`config.mk`:
```
export PLATFORM = sky130hd
export DESIGN_NAME = shader_node_seq
export DESIGN_NICKNAME = d
export VERILOG_FILES = /design/src/rtl/shader_seq_pkg.sv /design/src/rtl/seq_flag_check.sv /design/src/rtl/seq_addr_sum.sv /design/src/rtl/shader_node_seq.sv
export SDC_FILE = /design/constraint.sdc
export NUM_CORES = 1
export LEC_CHECK = 0
export BUFFER_PORTS_ARGS = -buffer_cell sky130_fd_sc_hd__buf_2
export CORE_MARGIN = 5
export CORE_UTILIZATION = 47
export DETAILED_ROUTE_END_ITERATION = 8
export PLACE_DENSITY_LB_ADDON = 0.3
export SYNTH_ARGS = -nofsm -noshare
export SYNTH_HDL_FRONTEND = slang
export SYNTH_HIERARCHICAL = 1
export SYNTH_SLANG_ARGS = --single-unit
```
`constraint.sdc`:
```
create_clock -name clk -period 7.6 [get_ports clk]
set_clock_uncertainty 0.1 [all_clocks]
set_input_delay 1.14 -clock clk [delete_from_list [all_inputs] [get_ports clk]]
set_output_delay 1.14 -clock clk [all_outputs]
set_load 0.01 [all_outputs]
```
`src/rtl/shader_seq_pkg.sv`:
```
package shader_seq_pkg;
  localparam int TEX_AW     = 5;
  localparam int ALU_AW     = 6;
  localparam int SLOTS      = 4;
  localparam int SLOT_W     = $clog2(SLOTS);
  localparam int DESC_W     = 1 + 2*TEX_AW + 2*ALU_AW;

  typedef enum logic [1:0] {SQ_IDLE, SQ_TEX, SQ_ALU} seq_state_e;

  // packed from MSB: flag[22], tex end[21:17], tex off[16:12], alu end[11:6], alu off[5:0]
  typedef struct packed {
    logic              fin;
    logic [TEX_AW-1:0] tex_end;
    logic [TEX_AW-1:0] tex_off;
    logic [ALU_AW-1:0] alu_end;
    logic [ALU_AW-1:0] alu_off;
  } node_desc_t;

  function automatic logic [SLOT_W-1:0] first_slot_f(input logic [SLOT_W-1:0] last_idx);
    return SLOT_W'(SLOTS - 1) - last_idx;
  endfunction
endpackage

```
`src/rtl/seq_flag_check.sv`:
```
module seq_flag_check
  import shader_seq_pkg::*;
(
  input  node_desc_t slot_d [SLOTS],
  output logic       bad
);
  logic [SLOTS-1:0] wrong;
  for (genvar s = 0; s < SLOTS; s++) begin : g_slot
    if (s == SLOTS - 1) begin : g_final
      assign wrong[s] = !slot_d[s].fin;
    end else begin : g_early
      assign wrong[s] = slot_d[s].fin;
    end
  end
  assign bad = |wrong;
endmodule

```
`src/rtl/seq_addr_sum.sv`:
```
module seq_addr_sum #(
  parameter int W = 6
) (
  input  logic [W-1:0] base,
  input  logic [W-1:0] off,
  input  logic [W-1:0] idx,
  output logic [W-1:0] addr
);
  assign addr = base + off + idx;
endmodule

```
`src/rtl/shader_node_seq.sv`:
```
module shader_node_seq
  import shader_seq_pkg::*;
(
  input  logic                          clk,
  input  logic                          rst_n,
  input  logic                          start,
  input  logic [1:0]                    node_last,
  input  logic                          first_tex_en,
  input  logic [5:0]                    alu_base,
  input  logic [4:0]                    tex_base,
  input  logic [3:0][22:0]              node_desc,
  input  logic                          tex_ready,
  input  logic                          alu_ready,
  output logic                          tex_issue,
  output logic [4:0]                    tex_addr,
  output logic                          alu_issue,
  output logic [5:0]                    alu_addr,
  output logic                          busy,
  output logic                          done,
  output logic                          desc_err
);
  seq_state_e        state;
  logic [SLOT_W-1:0] slot;
  logic [ALU_AW-1:0] idx;
  logic              done_q, err_q;
  node_desc_t        slot_d [SLOTS];
  node_desc_t        cur;
  logic              flags_bad;

  for (genvar s = 0; s < SLOTS; s++) begin : g_unpack
    assign slot_d[s] = node_desc_t'(node_desc[s]);
  end

  seq_flag_check u_flags (.slot_d(slot_d), .bad(flags_bad));

  assign cur = slot_d[slot];

  // named events for the checker
  logic tex_fire, alu_fire, tex_last, alu_last, final_slot, start_ok, start_bad;
  assign tex_fire   = (state == SQ_TEX) && tex_ready;
  assign alu_fire   = (state == SQ_ALU) && alu_ready;
  assign tex_last   = idx[TEX_AW-1:0] == cur.tex_end;
  assign alu_last   = idx == cur.alu_end;
  assign final_slot = slot == SLOT_W'(SLOTS - 1);
  assign start_ok   = (state == SQ_IDLE) && start && !flags_bad;
  assign start_bad  = (state == SQ_IDLE) && start && flags_bad;

  seq_addr_sum #(.W(TEX_AW)) u_tex_sum (
    .base(tex_base), .off(cur.tex_off), .idx(idx[TEX_AW-1:0]), .addr(tex_addr));
  seq_addr_sum #(.W(ALU_AW)) u_alu_sum (
    .base(alu_base), .off(cur.alu_off), .idx(idx), .addr(alu_addr));

  always_ff @(posedge clk or negedge rst_n) begin
    if (!rst_n) begin
      state  <= SQ_IDLE;
      slot   <= '0;
      idx    <= '0;
      done_q <= 1'b0;
      err_q  <= 1'b0;
    end else begin
      done_q <= alu_fire && alu_last && final_slot;
      err_q  <= start_bad;
      unique case (state)
        SQ_IDLE: if (start_ok) begin
          slot  <= first_slot_f(node_last);
          idx   <= '0;
          state <= first_tex_en ? SQ_TEX : SQ_ALU;
        end
        SQ_TEX: if (tex_fire) begin
          if (tex_last) begin
            state <= SQ_ALU;
            idx   <= '0;
          end else begin
            idx <= idx + 1'b1;
          end
        end
        SQ_ALU: if (alu_fire) begin
          if (alu_last) begin
            idx <= '0;
            if (final_slot) begin
              state <= SQ_IDLE;
            end else begin
              slot  <= slot + 1'b1;
              state <= SQ_TEX;
            end
          end else begin
            idx <= idx + 1'b1;
          end
        end
        default: state <= SQ_IDLE;
      endcase
    end
  end

  assign tex_issue = state == SQ_TEX;
  assign alu_issue = state == SQ_ALU;
  assign busy      = state != SQ_IDLE;
  assign done      = done_q;
  assign desc_err  = err_q;
endmodule

```
==> impl_metrics.yaml <==
logic_synthesis:
  yosysTopAreaCellShare_pct: 16.17
  synth_area_leader_cell: "mux4_2"
  synthXorXnorAreaFrac_pct: 12.13
  yosys.area_share.simple_pct: 8.151
  synth-seq-area-share_pct: 15.40
  netlist_area_um2: 1949
  synth-seq-cells: 12
  ys_top_cells_by_area: "mux4_2, dfrtp_1, fa_1, xnor2_1, ha_1"
  netlist_instances: 187
  synth_cell_types: 39
  synthMuxAreaShare_pct: 25.35
  synth_top_family_by_area: "multiplexers"
  syn_area_per_cell_um2: 10.42
  synth_compound_area_share_pct: 12.13
  synth_fp_nets: 322
  synth_fa_ha_area_share_pct: 19.64
  yosysWarnings: 6
clock_network:
  holdBufCountCts: 0
  numCtsBuffers: 3
  clock_path_buffers: 2
  cts.sinks: 12
  clk_pin_slew_ns: 0.06
  cts_setup_buffers: 0
  clock_latency_ns: 0.24
  cts_tree: "built"
  cts_resized: 0
  htree_levels: 1
  root_buffer: "clkbuf_8"
worst_setup_path:
  path_cells: "buf_2 > mux4_2 > fa_1 > ha_1 > inv_1 > fa_1 > inv_1 > a21o_1 > a21oi_2 > xnor2_1 > buf_2"
  critPathLaunchType: "input port"
  cp-end-kind: "output pin"
  rr_worst_depth: 8
  path_max_fanout: 2
  r2r_setup_slack_ns: 4.81
  slowest_delay_ns: 0.50
  worstPathArrival_ns: 3.41
  required_ns: 6.36
  crit_buf_inv: 4
  critPathSlowestCell: "fa_1"
  reg2reg_to: "idx[4]"
  reg2reg_from: "slot[0]"
  worstSetupPathType: "in -> out"
  crit_family: "adder cells"
run:
  cap_violations: 0
drt:
  drt-total-wl_mm: 5.595
  drt_iter0_markers: 39
  drc: 0
  routed_wire_length_per_instance_um: 15.54
  vias_per_cell: 5.233
  detail_route.first_pass.iterations: 4
  vias: 1884
  ant_nets: 0
timing:
  setup_viol: 0
  finalHoldViolations: 0
  fin_crit_ns: 4.647
  slew-limit-headroom_pct: 67.05
  fin_crit_sh_pct: 61.14
  tns_ns: 0
  rsz0062_at_grt: "no"
  clock.fmax_ghz: 0.2152
  worstMarginPinSlew_ns: 0.4900
  finalMaxSlewViolations: 0
floorplanning:
  design.portCount: 127
  die_h_um: 74.40
  dieArea_um2: 5535
  die_w_um: 74.40
  core_um2: 4000
  rows: 23
  start_util_pct: 48.73
grt:
  grt_pass1_vias: 2046
  grt_pass1_wl_mm: 8.590
  grt_overflow: 0
  grt_max_degree: 27
  antenna_found_initial: 0
  grt_usage_pct: 19.60
power:
  powerDensity_nw_per_um2: 337.7
  ir_worst_vdd_uv: 190.1
  p_leak_uw: 0.001354
cells_and_area:
  diodes: 0
  syn2layout_area_growth_pct: 36.39
  drive_gt1_share_pct: 48.06
  fin_cells: 360
  fin_nets: 446
  final_cell_mix: "buf_2, inv_1, xnor2_1"
  final_common_cell: "buf_2"
  fillers: 344
worst_hold_path:
  hold_class: "reg -> reg"
  hold_path.startpoint: "state[1]"
  min_delay_path_depth: 2
  min_to: "state[1]"
placed_design:
  dp_hpwl_mm: 4.783
  gp_congestion: 0.8947
  port_buffers: 126
  dpl.cell_count: 356
status:
  status: "finished clean"
## power breakdown
group          internal, µW  leakage, µW  switching [µW]
clock                  45.7    0.0000288            23.8
sequential             80.2     0.000160            34.7
combinational           350      0.00117             363
## cells in the mapped netlist
| cell type | number |
|---|---|
| inv_1 | 23 |
| xnor2_1 | 21 |
| mux4_2 | 14 |
| ha_1 | 13 |
| dfrtp_1 | 12 |
| fa_1 | 11 |
| nand2_1 | 11 |
| a21oi_1 | 10 |
| mux2i_1 | 10 |
| xor2_1 | 6 |
| o21ai_0 | 5 |
| a31oi_1 | 4 |
| clkbuf_1 | 4 |
| nor2_1 | 4 |
| a21o_1 | 3 |
| and3_1 | 3 |
| mux4_1 | 3 |
| nand3_1 | 3 |
| o31ai_1 | 3 |
| a41oi_1 | 2 |
| buf_6 | 2 |
| nand2b_1 | 2 |
| nand4_1 | 2 |
| a21oi_2 | 1 |
| a22o_1 | 1 |
| a2bb2oi_1 | 1 |
| and4_1 | 1 |
| buf_1 | 1 |
| buf_2 | 1 |
| buf_4 | 1 |
| nor2_2 | 1 |
| nor3_1 | 1 |
| nor4_1 | 1 |
| o21ai_1 | 1 |
| o221ai_1 | 1 |
| o22ai_1 | 1 |
| o32ai_4 | 1 |
| or4_1 | 1 |
| or4b_1 | 1 |
## flip-flops by register name (all words and copies together), names as in the netlist
signal,flops
idx,6
slot,2
state,2
desc_err,1
done,1
## logic make-up (layout without fill, tap and decap cells)
logic type | after synthesis | in the layout
compound gates | 34 | 34
flops | 12 | 12
xor+xnor | 27 | 27
fa+ha+maj | 24 | 24
buf+inv | 32 | 155
mux | 27 | 27
simple gates | 31 | 31
## worst max-delay path by stage
| stage | startpoint | end | cells after the start |
|---|---|---|---|
| after CTS | node_desc[70] | alu_addr[5] | 11 |
| after floorplan | node_desc[70] | alu_addr[5] | 9 |
| final | node_desc[70] | alu_addr[5] | 11 |
| after global routing | node_desc[70] | alu_addr[5] | 11 |
| after global placement | node_desc[70] | alu_addr[5] | 11 |
| after detailed placement | node_desc[70] | alu_addr[5] | 11 |
## metal layers
layer | track usage, % | part of all wire (%) | vias to the layer above
li1 | - | - | 928
met1 | 21.72 | 36 | 882
met2 | 39.41 | 56 | 66
met3 | 2.703 | 7.3 | 8
met4 | 3.360 | 0.95 | 0
met5 | 0 | 0 | -
## metrics by stage
stage          total power (µW)  hold WS [ns]  setup WS [ns]  area, µm²  util [%]
2_1_floorplan             642.9        0.3996          3.210       1949         -
3_5_place_dp              837.4        0.4332          2.941       2604     65.09
4_1_cts                   910.3        0.4462          2.943       2659     66.47
6_report                  897.9        0.4435          2.953       2659     66.47
5_1_grt                   989.1        0.5204          2.890       2659     66.47
3_3_place_gp              813.7        0.4340          3.023       2604     65.09
## worst min-delay path, cell delays in order (launching register included)
cell and delay (ns):
dfrtp_1 0.39, nand2_1 0.06, o21ai_0 0.06
## layout make-up
class | count | area, µm² | area share [%]
timing repair buffer | 128 | 645.6 | 24.28
sequential | 12 | 300.3 | 11.29
clock buffer | 4 | 55.05 | 2.071
multi-input combinational | 143 | 1509 | 56.75
inverter | 23 | 86.33 | 3.247
tap | 50 | 62.56 | 2.353
Power figures use the tool's default switching activity.
